### config.mk
export PLATFORM = sky130hd
export DESIGN_NAME = lnk_dest_out
export DESIGN_NICKNAME = d
export VERILOG_FILES = /design/src/rtl/lnk_pkg.sv /design/src/rtl/lnk_sync.sv /design/src/rtl/lnk_cfg.sv /design/src/rtl/lnk_pattern.sv /design/src/rtl/lnk_err_policy.sv /design/src/rtl/lnk_dest_out.sv
export SDC_FILE = /design/constraint.sdc
export NUM_CORES = 1
export LEC_CHECK = 0
export ABC_AREA = 1
export CORE_AREA = 2 2 91 110
export CTS_CLUSTER_SIZE = 30
export DETAILED_ROUTE_END_ITERATION = 10
export DIE_AREA = 0 0 93 112
export DONT_BUFFER_PORTS = 1
export MAX_ROUTING_LAYER = met4
export PLACE_DENSITY_LB_ADDON = 0.12
export SYNTH_ARGS = -nofsm -noshare
export SYNTH_HDL_FRONTEND = slang
export SYNTH_SLANG_ARGS = --single-unit
### constraint.sdc
create_clock -name clk -period 1.53 [get_ports clk]
set_input_delay 0.153 -clock clk [delete_from_list [all_inputs] [get_ports clk]]
set_output_delay 0.153 -clock clk [all_outputs]
set_load 0.005 [all_outputs]
### src/rtl/lnk_pkg.sv
package lnk_pkg;
  typedef enum logic {
    RPT_WORD  = 1'b0,
    RPT_BLOCK = 1'b1
  } rpt_mode_e;

  localparam int unsigned LNK_DATA_W = 32;
endpackage

### src/rtl/lnk_sync.sv
module lnk_sync #(
  parameter int unsigned STAGES  = 2,
  parameter logic        RST_VAL = 1'b1
) (
  input  logic clk,
  input  logic rst_n,
  input  logic d,
  output logic q
);
  generate
    if (STAGES <= 1) begin : g_single
      logic r;
      always_ff @(posedge clk or negedge rst_n) begin
        if (!rst_n) r <= RST_VAL;
        else        r <= d;
      end
      assign q = r;
    end else begin : g_chain
      logic [STAGES-1:0] r;
      always_ff @(posedge clk or negedge rst_n) begin
        if (!rst_n) r <= {STAGES{RST_VAL}};
        else        r <= {r[STAGES-2:0], d};
      end
      assign q = r[STAGES-1];
    end
  endgenerate
endmodule

### src/rtl/lnk_cfg.sv
module lnk_cfg
  import lnk_pkg::*;
(
  input  logic      clk,
  input  logic      rst_n,
  input  logic      cfg_block_mode,
  input  logic      cfg_tdo_n,
  input  logic      link_fail,
  input  logic      test_act,
  output logic      cfg_done,
  output rpt_mode_e mode,
  output logic      fwd_test,
  output logic      fail_q,
  output logic      ready,
  output logic      link_down_n
);
  // Static inputs are taken once, on the first edge after reset release.
  always_ff @(posedge clk or negedge rst_n) begin
    if (!rst_n) begin
      cfg_done <= 1'b0;
      mode     <= RPT_WORD;
      fwd_test <= 1'b0;
    end else if (!cfg_done) begin
      cfg_done <= 1'b1;
      mode     <= cfg_block_mode ? RPT_BLOCK : RPT_WORD;
      fwd_test <= ~cfg_tdo_n;
    end
  end

  // A failure is sticky until the next reset.
  always_ff @(posedge clk or negedge rst_n) begin
    if (!rst_n)         fail_q <= 1'b0;
    else if (link_fail) fail_q <= 1'b1;
  end

  assign ready       = cfg_done & ~fail_q;
  assign link_down_n = cfg_done & ~fail_q & ~test_act;
endmodule

### src/rtl/lnk_pattern.sv
module lnk_pattern #(
  parameter int unsigned DATA_W = 32
) (
  input  logic              clk,
  input  logic              rst_n,
  input  logic              test_act,
  input  logic              accept,
  input  logic [DATA_W-1:0] data,
  output logic              mismatch
);
  logic [DATA_W-1:0] expect_q;

  assign mismatch = (data != expect_q);

  // Expected value restarts at zero outside test mode and resynchronizes
  // to the received word after each word, so one bad word flags once.
  always_ff @(posedge clk or negedge rst_n) begin
    if (!rst_n)             expect_q <= '0;
    else if (!test_act)     expect_q <= '0;
    else if (accept)        expect_q <= data + 1'b1;
  end
endmodule

### src/rtl/lnk_err_policy.sv
module lnk_err_policy
  import lnk_pkg::*;
(
  input  logic      clk,
  input  logic      rst_n,
  input  logic      accept,
  input  logic      test_act,
  input  logic      is_ctrl,
  input  logic      is_err,
  input  rpt_mode_e mode,
  output logic      flag
);
  logic blk_err_q;

  always_comb begin
    if (is_ctrl) flag = blk_err_q | is_err;
    else         flag = (mode == RPT_WORD) & is_err;
  end

  // Per-block error record; held while test mode runs.
  always_ff @(posedge clk or negedge rst_n) begin
    if (!rst_n) blk_err_q <= 1'b0;
    else if (accept && !test_act) begin
      if (is_ctrl) blk_err_q <= 1'b0;
      else         blk_err_q <= blk_err_q | is_err;
    end
  end
endmodule

### src/rtl/lnk_dest_out.sv
module lnk_dest_out
  import lnk_pkg::*;
#(
  parameter int unsigned DATA_W      = LNK_DATA_W,
  parameter int unsigned SYNC_STAGES = 2
) (
  input  logic              clk,
  input  logic              rst_n,
  input  logic              in_valid,
  output logic              in_ready,
  input  logic [DATA_W-1:0] in_data,
  input  logic              in_ctrl,
  input  logic              in_err,
  input  logic              link_fail,
  input  logic              cfg_block_mode,
  input  logic              cfg_tdo_n,
  input  logic              test_n,
  input  logic              user_xoff_n,
  output logic [DATA_W-1:0] out_data,
  output logic              out_wen_n,
  output logic              out_ctrl_n,
  output logic              out_derr_n,
  output logic              send_xoff_n,
  output logic              link_down_n
);
  logic      test_sync_n;
  logic      test_act;
  logic      cfg_done;
  rpt_mode_e mode;
  logic      fwd_test;
  logic      fail_q;
  logic      accept;
  logic      mismatch;
  logic      err_flag;

  lnk_sync #(.STAGES(SYNC_STAGES), .RST_VAL(1'b1)) u_test_sync (
    .clk   (clk),
    .rst_n (rst_n),
    .d     (test_n),
    .q     (test_sync_n)
  );
  assign test_act = ~test_sync_n;

  lnk_cfg u_cfg (
    .clk            (clk),
    .rst_n          (rst_n),
    .cfg_block_mode (cfg_block_mode),
    .cfg_tdo_n      (cfg_tdo_n),
    .link_fail      (link_fail),
    .test_act       (test_act),
    .cfg_done       (cfg_done),
    .mode           (mode),
    .fwd_test       (fwd_test),
    .fail_q         (fail_q),
    .ready          (in_ready),
    .link_down_n    (link_down_n)
  );

  assign accept = in_valid & in_ready;

  lnk_pattern #(.DATA_W(DATA_W)) u_pattern (
    .clk      (clk),
    .rst_n    (rst_n),
    .test_act (test_act),
    .accept   (accept),
    .data     (in_data),
    .mismatch (mismatch)
  );

  lnk_err_policy u_policy (
    .clk      (clk),
    .rst_n    (rst_n),
    .accept   (accept),
    .test_act (test_act),
    .is_ctrl  (in_ctrl),
    .is_err   (in_err),
    .mode     (mode),
    .flag     (err_flag)
  );

  // Transmit-off passes through, except that a non-forwarded test pattern
  // keeps flowing.
  assign send_xoff_n = (test_act & ~fwd_test) ? 1'b1 : user_xoff_n;

  // User-side output register: one strobe cycle per accepted word.
  always_ff @(posedge clk or negedge rst_n) begin
    if (!rst_n) begin
      out_data   <= '0;
      out_wen_n  <= 1'b1;
      out_ctrl_n <= 1'b1;
      out_derr_n <= 1'b1;
    end else begin
      out_wen_n  <= 1'b1;
      out_ctrl_n <= 1'b1;
      out_derr_n <= 1'b1;
      if (accept) begin
        if (test_act) begin
          out_derr_n <= ~mismatch;
          if (fwd_test) begin
            out_wen_n <= 1'b0;
            out_data  <= in_data;
          end
        end else begin
          out_wen_n  <= 1'b0;
          out_ctrl_n <= ~in_ctrl;
          out_derr_n <= ~err_flag;
          out_data   <= in_data;
        end
      end
    end
  end

  logic unused_ok;
  assign unused_ok = cfg_done;
endmodule

==> flow_summary.yaml, run 1 <==
placement:
  dp.cells: 680
  portBuffers: 0
  dp_slack_ns: 0.08893
  gp_congestion: 0.8857
  placed_cell_area_sq_um: 4243
  hpwl_microns: 8251
critical_path:
  crit_path_top_delay_cell: "dlygate4sd3_1"
  start_kind: "input pin"
  crit_type: "in2reg"
  r2r-start: "u_cfg.cfg_done"
  crit_family: "buffers and inverters"
  arrival_ns: 1.64
  cp_max_fo: 8
  critPathMaxStageDelay_ns: 0.56
  worst_ep_required_time_ns: 1.74
  critPathBufInv: 2
  rr_endpoint: "out_data[9]"
  end_kind: "flop"
  crit_path_cell_trace: "dlygate4sd3_1, inv_1, nor2_1, nand2_2, nor2_4, a21oi_1, o21ai_0, o21ai_0"
  regToRegSetupSlack_ns: 0.14
  worst-r2r-cell-count: 7
  path_common_cell: "o21ai_0"
global_route:
  antenna_found_initial: 0
  grt_usage_pct: 23.98
  grt_start_max_net_pins: 75
  grt_pass1_wl_microns: 18770
  overflow: 0
  grt_pass1_vias: 3785
drt:
  drtIter0Drc: 236
  drtAntennaViolNets: 0
  first_pass_iters: 4
  wl_microns: 11500
  drc: 0
  route.vias.total: 3703
  avgViaCountPerCell: 5.122
  wl_per_cell_microns: 15.91
run:
  maxCapViolCount: 0
logic_synthesis:
  ys_seq_area_share_pct: 45.23
  yosysWarnings: 0
  synth_edf_count: 0
  async_flop_share_pct: 100.0
  ys.flop_type: "dfrtp_1"
  synth_common_cells: "nand2_1, dfrtp_1, inv_1, nor2_1, o21ai_0"
  yosysMostFrequentCell: "nand2_1"
  synth_top_area_cell: "dfrtp_1"
  syn_avg_cell_area_sq_um: 7.322
  ys_ff_latch: 74
  synth_area_leaders: "dfrtp_1, nand2_1, inv_1"
  ys_types: 34
  syn_area_sq_um: 4108
  synth_top_area_share_pct: 42.03
  synthCells: 561
  synthesis.nets: 604
cts:
  cts_made_buffers: 9
  cts_hold_buf: 25
  clockRootBuffer: "clkbuf_16"
  cts_buffer_depth: 2
  cts_max_level: 3
  insertion_delay_ns: 0.34
  clock-sinks: 74
  cts.clk_slew.worst_paths_ns: 0.05
  cts_tree: "done"
finish:
  antenna_cells: 0
  drive_gt1_share_pct: 9.333
  instances_no_fill: 723
  layout.nets: 638
  stdcell_area_sq_um: 4816
  area_growth_pct: 17.24
sta:
  rsz0062_at_grt: "true"
  hold_viol: 75
  fin_ws_ns: 0.1040
  finClkSkew_ns: 0.004237
  max_freq_mhz: 701.3
  fin_crit_ns: 1.426
  slew_violations: 0
  setup_violations: 0
  fin_crit_sh_pct: 93.20
  hold_ws_ns: -0.4924
power:
  vdd_drop_max_mv: 0.6984
  p_leak_nw: 2.290
  powerDensity_nw_per_um2: 939.3
die:
  start_util_pct: 43.84
  die_x_microns: 93
  io_pins: 80
  coreArea_sq_um: 9369
  dieArea_sq_um: 10420
  fp.dieH_microns: 112
  row_count: 39
worst_hold_path:
  hold_path.class: "in2async"
outcome:
  violations: "hold timing"
  outcome: "complete, but fails checks"
[report_power, final]
group	leakage, nW	total, mW	internal [mW]	switching [mW]
Clock	0.147	2.15	1.35	0.795
Sequential	0.992	2.06	2.02	0.0450
Combinational	1.15	0.316	0.138	0.179
Total	2.29	4.52	3.51	1.02
[kinds of logic after synthesis]
group / Yosys count / synth area share (%)
XOR/XNOR: 12 / 2.559
AO/OA/AOI/OAI: 89 / 11.79
flip-flops: 74 / 45.23
other: 1 / 0.09129
AND/OR/NAND/NOR: 305 / 31.59
adder cells (fa/ha/maj): 1 / 0.3046
buffers and inverters: 79 / 8.437
[registers in the layout (all words and copies together) (netlist names)]
signal                 count
out_data                  32
u_pattern.expect_q        32
u_test_sync.g_chain.r      2
out_ctrl_n                 1
out_derr_n                 1
out_wen_n                  1
u_cfg.cfg_done             1
u_cfg.fail_q               1
u_cfg.fwd_test             1
u_cfg.mode                 1
u_policy.blk_err_q         1
[metrics by stage]
stage | hold WS, ns | setup TNS [ns] | power (mW) | utilization [%]
floorplan | -0.1426 | 0 | 2.279 | -
global placement | -0.1404 | 0 | 2.342 | 45.29
detailed placement | -0.1407 | 0 | 2.347 | 45.29
CTS | -0.4987 | 0 | 4.558 | 51.15
global route | -0.5050 | -0.05051 | 4.691 | 51.40
finish | -0.4924 | 0 | 4.523 | 51.40
[cell type report]
cell class	instances	area, sq um
clock buffer	14	264.0
tap	123	153.9
fill	962	4553
clock inverter	2	35.03
multi-input combinational	408	1916
sequential	74	1858
inverter	68	259.0
timing repair buffer	34	330.3
[placed cells by master (no fill, tap or decap), types with 3 or more instances in the layout]
cell type and instances:
a21oi_1 14, buf_4 8, clkbuf_1 3, clkbuf_16 9, dfrtp_1 69, dfstp_2 5, dlygate4sd3_1 25, inv_1 64
inv_2 3, nand2_1 193, nand2_2 7, nand3_1 32, nand4_1 3, nor2_1 53, nor2_2 3, nor2_4 7
nor3_1 3, o21ai_0 33, o21ai_1 27, o21ai_2 3, o22ai_1 6, xnor2_1 6, xor2_1 6
[how the worst max path moves through the flow]
stage / end / depth (start not counted) / slack (ns) / from
after floorplan: out_data[10] / 9 / 0.25 / u_cfg.cfg_done
after global placement: out_data[1] / 8 / 0.09 / u_cfg.cfg_done
after global routing: out_data[16] / 8 / -0.02 / u_cfg.cfg_done
after detailed placement: out_data[1] / 8 / 0.09 / u_cfg.cfg_done
after CTS: link_down_n / 2 / 0.02 / u_test_sync.g_chain.r[1]
final: u_pattern.expect_q[15] / 8 / 0.10 / in_data[0]
[timing repair]
item                                    in CTS  in global routing
endpoints found under the setup margin       0                 11
setup buffers                                0                  2
hold endpoints to repair                   112                 74
resized for setup                            0                  2
[worst reg2reg max path, cell delays in order, from the launching register on]
cell	delay, ns
dfrtp_1	0.41
inv_2	0.10
nor2_4	0.05
nand2_4	0.09
inv_2	0.06
o21ai_4	0.09
buf_4	0.33
o21ai_0	0.14
[metal layers]
layer / up-vias / global-route usage (%) / wire [microns]
li1: 1843 / - / -
met1: 1730 / 30.96 / 5124
met2: 114 / 37.63 / 5363
met3: 16 / 4.871 / 781
met4: 0 / 8.235 / 231
met5: - / - / 0
Note: power is estimated with default switching activity, not from simulation.
==> run 2: changes to the inputs <==
--- a/config.mk
+++ b/config.mk
@@ -6,10 +6,11 @@
 export NUM_CORES = 1
 export LEC_CHECK = 0
 export ABC_AREA = 1
-export CORE_AREA = 2 2 91 110
+export CORE_AREA = 8 8 97 116
+export CTS_CLUSTER_DIAMETER = 50
 export CTS_CLUSTER_SIZE = 30
 export DETAILED_ROUTE_END_ITERATION = 10
-export DIE_AREA = 0 0 93 112
+export DIE_AREA = 0 0 105 124
 export DONT_BUFFER_PORTS = 1
 export MAX_ROUTING_LAYER = met4
 export PLACE_DENSITY_LB_ADDON = 0.12
==> run 2 against run 1 <==
The flow still finishes with violations (hold timing). Total power shrank 0.50%. Wire length is 3.2% higher. Cell count increased by 0.14%.
==> flow_summary.yaml, run 2 (same netlist as run 1, synthesis figures left out) <==
power:
  p_leak_nw: 2.289
  clkPwrFrac_pct: 47.2
  p_seq_share_pct: 45.9
  vdd_drop_max_mv: 0.5024
  p_sw_uw: 998.9
  powerDensity_nw_per_um2: 934.8
  internal-power_mw: 3.502
  p_comb_share_pct: 6.9
  switching_share_pct: 22.19
sta:
  finClkSkew_ns: 0.002287
  max_freq_mhz: 673.8
  fin_ws_ns: 0.04581
  rsz0062_at_grt: "true"
  finalSetupTns_ns: 0
  fin_crit_sh_pct: 97.01
  hold_ws_ns: -0.4843
  setup_violations: 0
  hold_viol: 74
  slew_violations: 0
  fin_crit_ns: 1.484
placement:
  hpwl_microns: 8659
  gp_congestion: 0.8860
  dp_slack_ns: 0.08160
  portBuffers: 0
  dp.cells: 680
outcome:
  violations: "hold timing"
  outcome: "complete, but fails checks"
finish:
  layout.nets: 639
  final_cell_mix: "nand2_1, dfrtp_1, inv_1, nor2_1, o21ai_0"
  final_common_cell: "nand2_1"
  instances_no_fill: 724
  antenna_cells: 0
  largestRegisters: "out_data (32), u_pattern.expect_q (32), u_test_sync.g_chain.r (2)"
  area_growth_pct: 17.21
  drive_gt1_share_pct: 9.151
critical_path:
  regToRegSetupSlack_ns: 0.15
  crit_type: "reg2out"
  r2r-start: "u_cfg.cfg_done"
  start_kind: "flop"
  worst_ep_required_time_ns: 1.38
  arrival_ns: 1.33
  rr_endpoint: "out_data[1]"
  worst-r2r-cell-count: 8
  end_kind: "output port"
  cp_max_fo: 7
cts:
  insertion_delay_ns: 0.33
  clockRootBuffer: "clkbuf_16"
  clock-sinks: 74
  cts_made_buffers: 9
  cts_hold_buf: 27
  cts_tree: "done"
  cts_max_level: 3
  cts.clk_slew.worst_paths_ns: 0.05
  cts_buffer_depth: 2
die:
  die_x_microns: 105
  coreArea_sq_um: 9369
  io_pins: 80
  start_util_pct: 43.84
  row_count: 39
  fp.dieH_microns: 124
  dieArea_sq_um: 13020
worst_hold_path:
  hold_path.class: "in2async"
drt:
  wl_microns: 11870
  drtAntennaViolNets: 0
  wl_per_cell_microns: 16.39
  met3_wirelength_microns: 827
  routed-wl-met2_microns: 5609
  routed.top_layer: "met4"
  first_pass_iters: 4
  drc: 0
  drt-met1-wl_microns: 5284
  route.vias.total: 3737
  avgViaCountPerCell: 5.162
  drtIter0Drc: 186
global_route:
  overflow: 0
  grt_pass1_vias: 3714
  antenna_found_initial: 0
  grt_start_max_net_pins: 75
  grt_pass1_wl_microns: 19620
  grt_usage_pct: 19.74
run:
  maxCapViolCount: 0
-- run 2: cell count changes in the layout (fill, tap and decap cells not counted), sizes merged --
cell | before | now
buf | 9 | 8
dlygate4sd3 | 25 | 27
-- run 2: critical path, cell delays in order (launching register included) --
cell and delay (ns):
dfstp_2 0.63, inv_1 0.11, nor3_1 0.25
-- run 2: layer usage --
layer	up-vias	global-route usage (%)
met4	0	6.881
met1	1752	24.07
li1	1853	-
met2	122	31.36
met5	-	-
met3	10	4.969
-- run 2: worst max-delay path by stage --
stage / depth (start not counted) / endpoint / from
CTS: 2 / link_down_n / u_test_sync.g_chain.r[1]
floorplan: 9 / out_data[10] / u_cfg.cfg_done
finish: 2 / link_down_n / u_test_sync.g_chain.r[1]
detailed placement: 8 / out_data[1] / u_cfg.cfg_done
global route: 2 / link_down_n / u_test_sync.g_chain.r[1]
global placement: 8 / out_data[1] / u_cfg.cfg_done
-- run 2: power groups by stage --
stage | registers, mW | logic, mW | clock network, mW
5_1_grt | 2.07 | 0.351 | 2.25
3_3_place_gp | 2.10 | 0.240 | 0
4_1_cts | 2.07 | 0.312 | 2.18
2_1_floorplan | 2.09 | 0.193 | 0
3_5_place_dp | 2.10 | 0.244 | 0
6_report | 2.07 | 0.310 | 2.13
-- run 2: timing repair --
item / in CTS / in global routing
setup buffers: 0 / 1
gates resized for setup: 0 / 2
setup endpoints to repair: 0 / 24
hold endpoints to repair: 112 / 74
-- run 2: final cells by class --
class | instances | area (sq um)
timing repair buffer | 35 | 334.1
clock inverter | 2 | 35.03
inverter | 68 | 259.0
sequential | 74 | 1858
clock buffer | 14 | 264.0
fill | 956 | 4554
multi-input combinational | 408 | 1911
tap | 123 | 153.9
-- run 2: through the flow --
stage	area, sq um	hold slack (ns)	utilization (%)	total power [mW]
after floorplan	4108	-0.1426	-	2.279
after global placement	4230	-0.1397	45.15	2.341
after detailed placement	4230	-0.1397	45.15	2.346
after CTS	4800	-0.4967	51.23	4.558
after global routing	4815	-0.5015	51.39	4.679
final	4815	-0.4843	51.39	4.501
